--- config.mk ---
export PLATFORM = sky130hd
export DESIGN_NAME = cmpskip_ctrl
export DESIGN_NICKNAME = d
export VERILOG_FILES = /design/src/rtl/cmpskip_pkg.sv /design/src/rtl/cs_decode.sv /design/src/rtl/cs_addr_sel.sv /design/src/rtl/cs_eq_sub.sv /design/src/rtl/cs_skip_seq.sv /design/src/rtl/cmpskip_ctrl.sv
export SDC_FILE = /design/constraint.sdc
export NUM_CORES = 1
export LEC_CHECK = 0
export ABC_AREA = 1
export BUFFER_PORTS_ARGS = -buffer_cell sky130_fd_sc_hd__buf_2
export CORE_ASPECT_RATIO = 1.25
export CORE_MARGIN = 2
export CORE_UTILIZATION = 30
export DETAILED_ROUTE_END_ITERATION = 10
export PLACE_DENSITY = 0.56
export SLEW_MARGIN = 20
export SYNTH_ARGS = -nofsm -noshare
export SYNTH_HDL_FRONTEND = slang
export SYNTH_HIERARCHICAL = 1
export SYNTH_SLANG_ARGS = --single-unit
--- constraint.sdc ---
create_clock -name clk -period 2.78 [get_ports clk]
set_clock_uncertainty 0.2 [all_clocks]
set_input_delay 0.556 -clock clk [delete_from_list [all_inputs] [get_ports clk]]
set_output_delay 0.556 -clock clk [all_outputs]
set_load 0.005 [all_outputs]
--- src/rtl/cmpskip_pkg.sv ---
package cmpskip_pkg;
    localparam int INSTR_W = 16;
    localparam int OPC_W   = 7;
    localparam int FILE_W  = 8;
    localparam logic [OPC_W-1:0] OPC_CMP_EQ = 7'b0110001;
    // lowest access-bank address that maps to the special-function area
    localparam logic [FILE_W-1:0] ACCESS_SPLIT = 8'h60;

    typedef struct packed {
        logic [OPC_W-1:0]  opc;
        logic              banked;
        logic [FILE_W-1:0] file;
    } instr_t;
endpackage

--- src/rtl/cs_decode.sv ---
module cs_decode
    import cmpskip_pkg::*;
(
    input  logic [INSTR_W-1:0] word_i,
    output logic               is_cmp_o,
    output logic               banked_o,
    output logic [FILE_W-1:0]  file_o
);
    instr_t ins;

    always_comb begin
        ins      = instr_t'(word_i);
        is_cmp_o = (ins.opc == OPC_CMP_EQ);
        banked_o = ins.banked;
        file_o   = ins.file;
    end
endmodule

--- src/rtl/cs_addr_sel.sv ---
module cs_addr_sel
    import cmpskip_pkg::*;
#(
    parameter int BANK_W = 4,
    localparam int ADDR_W = BANK_W + FILE_W
) (
    input  logic              banked_i,
    input  logic [FILE_W-1:0] file_i,
    input  logic [BANK_W-1:0] bank_i,
    input  logic              index_en_i,
    input  logic [ADDR_W-1:0] index_ptr_i,
    output logic [ADDR_W-1:0] addr_o
);
    logic low_half;

    always_comb begin
        low_half = (file_i < ACCESS_SPLIT);
        if (banked_i) begin
            addr_o = {bank_i, file_i};
        end else if (index_en_i && low_half) begin
            addr_o = index_ptr_i + {{BANK_W{1'b0}}, file_i};
        end else if (low_half) begin
            addr_o = {{BANK_W{1'b0}}, file_i};
        end else begin
            addr_o = {{BANK_W{1'b1}}, file_i};
        end
    end
endmodule

--- src/rtl/cs_eq_sub.sv ---
module cs_eq_sub
    import cmpskip_pkg::*;
(
    input  logic [FILE_W-1:0] f_i,
    input  logic [FILE_W-1:0] w_i,
    output logic              eq_o
);
    logic [FILE_W:0] diff;

    always_comb begin
        diff = {1'b0, f_i} - {1'b0, w_i};
        eq_o = (diff == '0);
    end
endmodule

--- src/rtl/cs_skip_seq.sv ---
module cs_skip_seq #(
    parameter int          PC_W     = 21,
    parameter int unsigned RESET_PC = 0,
    parameter int          CNT_W    = 2
) (
    input  logic            clk,
    input  logic            rst_n,
    input  logic            fire_i,
    input  logic            hit_i,
    input  logic            next_long_i,
    output logic            ready_o,
    output logic            flush_o,
    output logic [PC_W-1:0] pc_o
);
    typedef struct packed {
        logic [PC_W-1:0]  pc;
        logic [CNT_W-1:0] left;
    } seq_t;

    seq_t s_d, s_q;

    always_comb begin
        s_d = s_q;
        if (s_q.left != '0) begin
            s_d.pc   = s_q.pc + PC_W'(1);
            s_d.left = s_q.left - CNT_W'(1);
        end else if (fire_i) begin
            s_d.pc = s_q.pc + PC_W'(1);
            if (hit_i) begin
                s_d.left = next_long_i ? CNT_W'(2) : CNT_W'(1);
            end
        end
    end

    always_ff @(posedge clk or negedge rst_n) begin
        if (!rst_n) begin
            s_q.pc   <= PC_W'(RESET_PC);
            s_q.left <= '0;
        end else begin
            s_q <= s_d;
        end
    end

    assign ready_o = (s_q.left == '0);
    assign flush_o = (s_q.left != '0);
    assign pc_o    = s_q.pc;

    assert_pc_step_R7: assert property (@(posedge clk) disable iff (!rst_n)
        (fire_i || flush_o) |=> (pc_o == $past(pc_o) + PC_W'(1)));

    assert_pc_hold_R11: assert property (@(posedge clk) disable iff (!rst_n)
        (!fire_i && !flush_o) |=> $stable(pc_o));

    assert_short_skip_R8: assert property (@(posedge clk) disable iff (!rst_n)
        (fire_i && hit_i && !next_long_i) |=> flush_o ##1 !flush_o);

    assert_long_skip_R9: assert property (@(posedge clk) disable iff (!rst_n)
        (fire_i && hit_i && next_long_i) |=> flush_o ##1 flush_o ##1 !flush_o);

    assert_miss_no_flush_R7: assert property (@(posedge clk) disable iff (!rst_n)
        (fire_i && !hit_i) |=> !flush_o);
endmodule

--- src/rtl/cmpskip_ctrl.sv ---
module cmpskip_ctrl
    import cmpskip_pkg::*;
#(
    parameter int          BANK_W   = 4,
    parameter int          PC_W     = 21,
    parameter int unsigned RESET_PC = 0,
    localparam int ADDR_W = BANK_W + FILE_W
) (
    input  logic               clk,
    input  logic               rst_n,
    input  logic               issue_valid,
    output logic               issue_ready,
    input  logic [INSTR_W-1:0] issue_word,
    input  logic [BANK_W-1:0]  bank_sel,
    input  logic               index_en,
    input  logic [ADDR_W-1:0]  index_ptr,
    output logic [ADDR_W-1:0]  operand_addr,
    input  logic [FILE_W-1:0]  file_data,
    input  logic [FILE_W-1:0]  wreg,
    input  logic               next_is_long,
    output logic               cmp_decoded,
    output logic               skip_taken,
    output logic               flush,
    output logic [PC_W-1:0]    pc
);
    logic              banked;
    logic [FILE_W-1:0] file_a;
    logic              equal;
    logic              fire;

    cs_decode u_dec (
        .word_i   (issue_word),
        .is_cmp_o (cmp_decoded),
        .banked_o (banked),
        .file_o   (file_a)
    );

    cs_addr_sel #(.BANK_W(BANK_W)) u_addr (
        .banked_i    (banked),
        .file_i      (file_a),
        .bank_i      (bank_sel),
        .index_en_i  (index_en),
        .index_ptr_i (index_ptr),
        .addr_o      (operand_addr)
    );

    cs_eq_sub u_eq (
        .f_i  (file_data),
        .w_i  (wreg),
        .eq_o (equal)
    );

    assign fire       = issue_valid && issue_ready;
    assign skip_taken = fire && cmp_decoded && equal;

    cs_skip_seq #(.PC_W(PC_W), .RESET_PC(RESET_PC), .CNT_W(2)) u_seq (
        .clk         (clk),
        .rst_n       (rst_n),
        .fire_i      (fire),
        .hit_i       (cmp_decoded && equal),
        .next_long_i (next_is_long),
        .ready_o     (issue_ready),
        .flush_o     (flush),
        .pc_o        (pc)
    );

    assert_skip_equal_R6: assert property (@(posedge clk) disable iff (!rst_n)
        skip_taken |-> (file_data == wreg));

    assert_skip_opcode_R12: assert property (@(posedge clk) disable iff (!rst_n)
        skip_taken |-> (issue_word[15:9] == 7'b0110001));

    assert_flush_blocks_R10: assert property (@(posedge clk) disable iff (!rst_n)
        flush |-> !skip_taken);

    assert_banked_addr_R3: assert property (@(posedge clk) disable iff (!rst_n)
        issue_word[8] |-> (operand_addr == {bank_sel, issue_word[7:0]}));
endmodule

==> impl_results.md <==
* CP max stage cell: ha_4
* Vias at 2662
* Core Util, Final at between 30% and 40%
* Layout cells sized above 1 at 29.5%
* Drt initial violations at 69
* Fill count at 976
* Crit path depth at 15
* Depth of the worst register-to-register path at 10
* Fmax at 373 MHz
* Crit path cell chain: buf_2, inv_1, ha_4, a21oi_4, nand2_2, nand2_2, nand2_2, nand2_1, nand2_1, nor2_1, nand3_1, nor2_1, nand2_1, nor2_1, buf_2
* First-pass GRT wire length at roughly 10 mm
* Non-filler instance count after layout at 614
* Most used DFF post-synth: dfrtp_1
* Tcrit/Tclk final at 96.3%
* DRT antenna net count at 0
* Pin count of the biggest net entering global routing at 24
* WHS at ~0.079 ns
* Cells after Synth at 428
* VDD IR-drop max at 209 µV
* Diode count at 0
* Place WS at around 0.011 ns
* Pleak at 1.81 nW
* Synth area leader: dfrtp_1
* Status: complete, no violations
* Fin crit period at 2.68 ns
* Row Count at 39
* Design Area, Final at 3310 µm²
* Initial antenna violation count at 0
* Syn Nets at 499
* R2r startpoint: u_seq/s_q[1]
* CTS Hold Buffers Added at 0
* RSZ-0062 raised after global routing: true
* Final worst slack at 0.102 ns
* PwrDens at 379 nW/µm²
* Max Root-Sink Buffers at 2
* Post-synth ARST share at 100%
* Max stage delay on crit path at 0.23 ns
* Avg Cell Area, Syn at 6.41 µm²
* Max FO, Critical Path at 5
* R2r endpoint: u_seq/pc_o[19]
* GP Congestion at between 0.8 and 0.9
* Post-DP HPWL at approximately 4.9 mm
* I/O pin total at 90
* Synth Register Bits at 23
* Count leader, synth: nand2_1
* Post-route setup TNS at 0 ns
* Register area at 576 µm²
* CTS sink cnt at 23
* CTS buffer count at 3
* WL/cell at approximately 10 µm
* Core Area at 9030 µm²
* Vias in the first global route at 2531
* Die area at approximately 9900 µm²
* Hold WC Path Type: in -> async
* DRC at 0
* 1st-pass router iterations at 4
* Post-synthesis sequential area ratio at 21.0%
* CP startpoint: wreg[2]
* Multi-input logic area at 1780 µm²
* Crit path capture type: primary output
* H-Tree Depth at 1
* Post-Route WL at a little over 6 mm
* CTS tree: done
* Crit path DAT at 1.92 ns
* Post-synth top cells: nand2_1, inv_1, nor2_1, nand3_1, buf_4
* Max-slew headroom at a little under two thirds
* Clk_lat worst skew at 0.26 ns
* Placed cell area at 3100 µm²
* Final Slew Violations at 0
* Starting density of the core at 30.4%
* Clock-pin slew on the worst setup and hold paths at 0.06 ns
* Top cell type's share of synthesized area at around a fifth
* Power Total at 1.26 mW
* Grt ovf at 0
* Vias/cell at approximately 4.3
* CP top delay family: simple AND/OR/NAND/NOR gates
* I/O Buffers at 89
* Top post-synthesis cells by area: dfrtp_1, nand2_1, inv_1
* Root Buffer: clkbuf_16
* Startpoint Class: input port
* Buf/Inv on CP at 3
* Syn Std Cell Area at 2750 µm²
* CP Capture Point: skip_taken
* CP required at slightly above 2 ns
* Crit Path Class: in -> out
* Post-synth EDFFs at 0
* Die X-Extent at 89.6 µm
* Die Ht at 111 µm
* Syn. warnings at 6
* Synth unique cells at 30
* Final setup viols at 0
* DP Cell Count at 610
* Max cap viols at 0
* Final Hold Viols at 0
* R2r setup slk at between 1 and 1.5 ns
* Layout Nets at 563
* GRT Overall Usage at 12.4%
* Worst-Margin Slew at about 0.55 ns
* Post CTS Setup Buffer Count at 0
* Area Growth Syn to Fin at 20.7%
## registers in the layout, indices dropped and copies added, names as in the netlist
| register | cells |
|---|---|
| u_seq/pc_o | 21 |
| u_seq/s_q | 2 |
## what timing repair did
action | 4_1_cts | 5_1_grt
endpoints found under the setup margin | 0 | 7
endpoints found under the hold margin | 0 | 0
gates resized for setup | 0 | 23
## cell type report
| class | count | area share, % |
|---|---|---|
| Multi-Input combinational cell | 304 | 53.8 |
| Sequential cell | 23 | 17.4 |
| Timing Repair Buffer | 92 | 14.1 |
| Inverter | 68 | 7.70 |
| Tap cell | 123 | 4.64 |
| Clock buffer | 4 | 2.38 |
## worst min path at each step
stage / depth (start not counted) / start / to
3_5_place_dp: 2 / u_seq/pc_o[20] / u_seq/pc_o[20]
6_report: 1 / rst_n / u_seq/pc_o[1]
5_1_grt: 1 / rst_n / u_seq/pc_o[3]
3_3_place_gp: 2 / u_seq/pc_o[20] / u_seq/pc_o[20]
2_1_floorplan: 0 / rst_n / u_seq/pc_o[0]
4_1_cts: 1 / rst_n / u_seq/pc_o[8]
## cells in the final DEF, fill, tap and decap left out, types with 2 or more instances in the layout
cell type / Yosys / layout
a21oi_1: 8 / 7
xor2_1: 6 / 6
xnor2_1: 3 / 3
nand3_2: 2 / 4
a21oi_2: 4 / 4
inv_1: 68 / 67
clkbuf_16: 0 / 3
o21ai_1: 2 / 3
buf_2: 0 / 89
nand2_2: 7 / 13
nand4_1: 10 / 10
ha_1: 17 / 9
mux2i_1: 2 / 2
o21ai_0: 3 / 2
nand3_1: 33 / 31
nand2_1: 142 / 136
nor2_4: 6 / 6
nor2_2: 7 / 8
nand3b_1: 10 / 10
nor2_1: 34 / 33
ha_4: 0 / 7
dfrtp_1: 23 / 23
buf_4: 30 / 3
a21oi_4: 1 / 2
## report_power, final
group	switching, mW	internal [mW]
Combinational	0.274	0.221
Clock	0.123	0.196
Sequential	0.0569	0.385
Total	0.454	0.803
## metal layers
layer | vias to the layer above | wire [µm] | track usage (%)
met5 | - | 0 | 0
met4 | 0 | 23 | 2.99
met3 | 2 | 291 | 1.34
met2 | 58 | 3050 | 22.7
met1 | 1178 | 2730 | 14.9
li1 | 1424 | - | -
## kinds of logic (layout without fill, tap and decap cells)
family | count (synthesis) | count (layout) | share of synthesized area (%)
compound gates | 21 | 21 | 5.06
xor+xnor | 9 | 9 | 2.87
fa+ha+maj | 18 | 18 | 8.48
buf+inv | 101 | 164 | 18.9
flops | 23 | 23 | 21.0
mux | 3 | 3 | 1.14
simple gates | 253 | 253 | 42.6
## worst register-to-register path: cells and delay by family (launching register included)
kind	cells	cell delay (ns)
flip-flops	1	0.42
AND/OR/NAND/NOR	8	0.93
buffers and inverters	2	0.13
(Power assumes the default switching activity.)
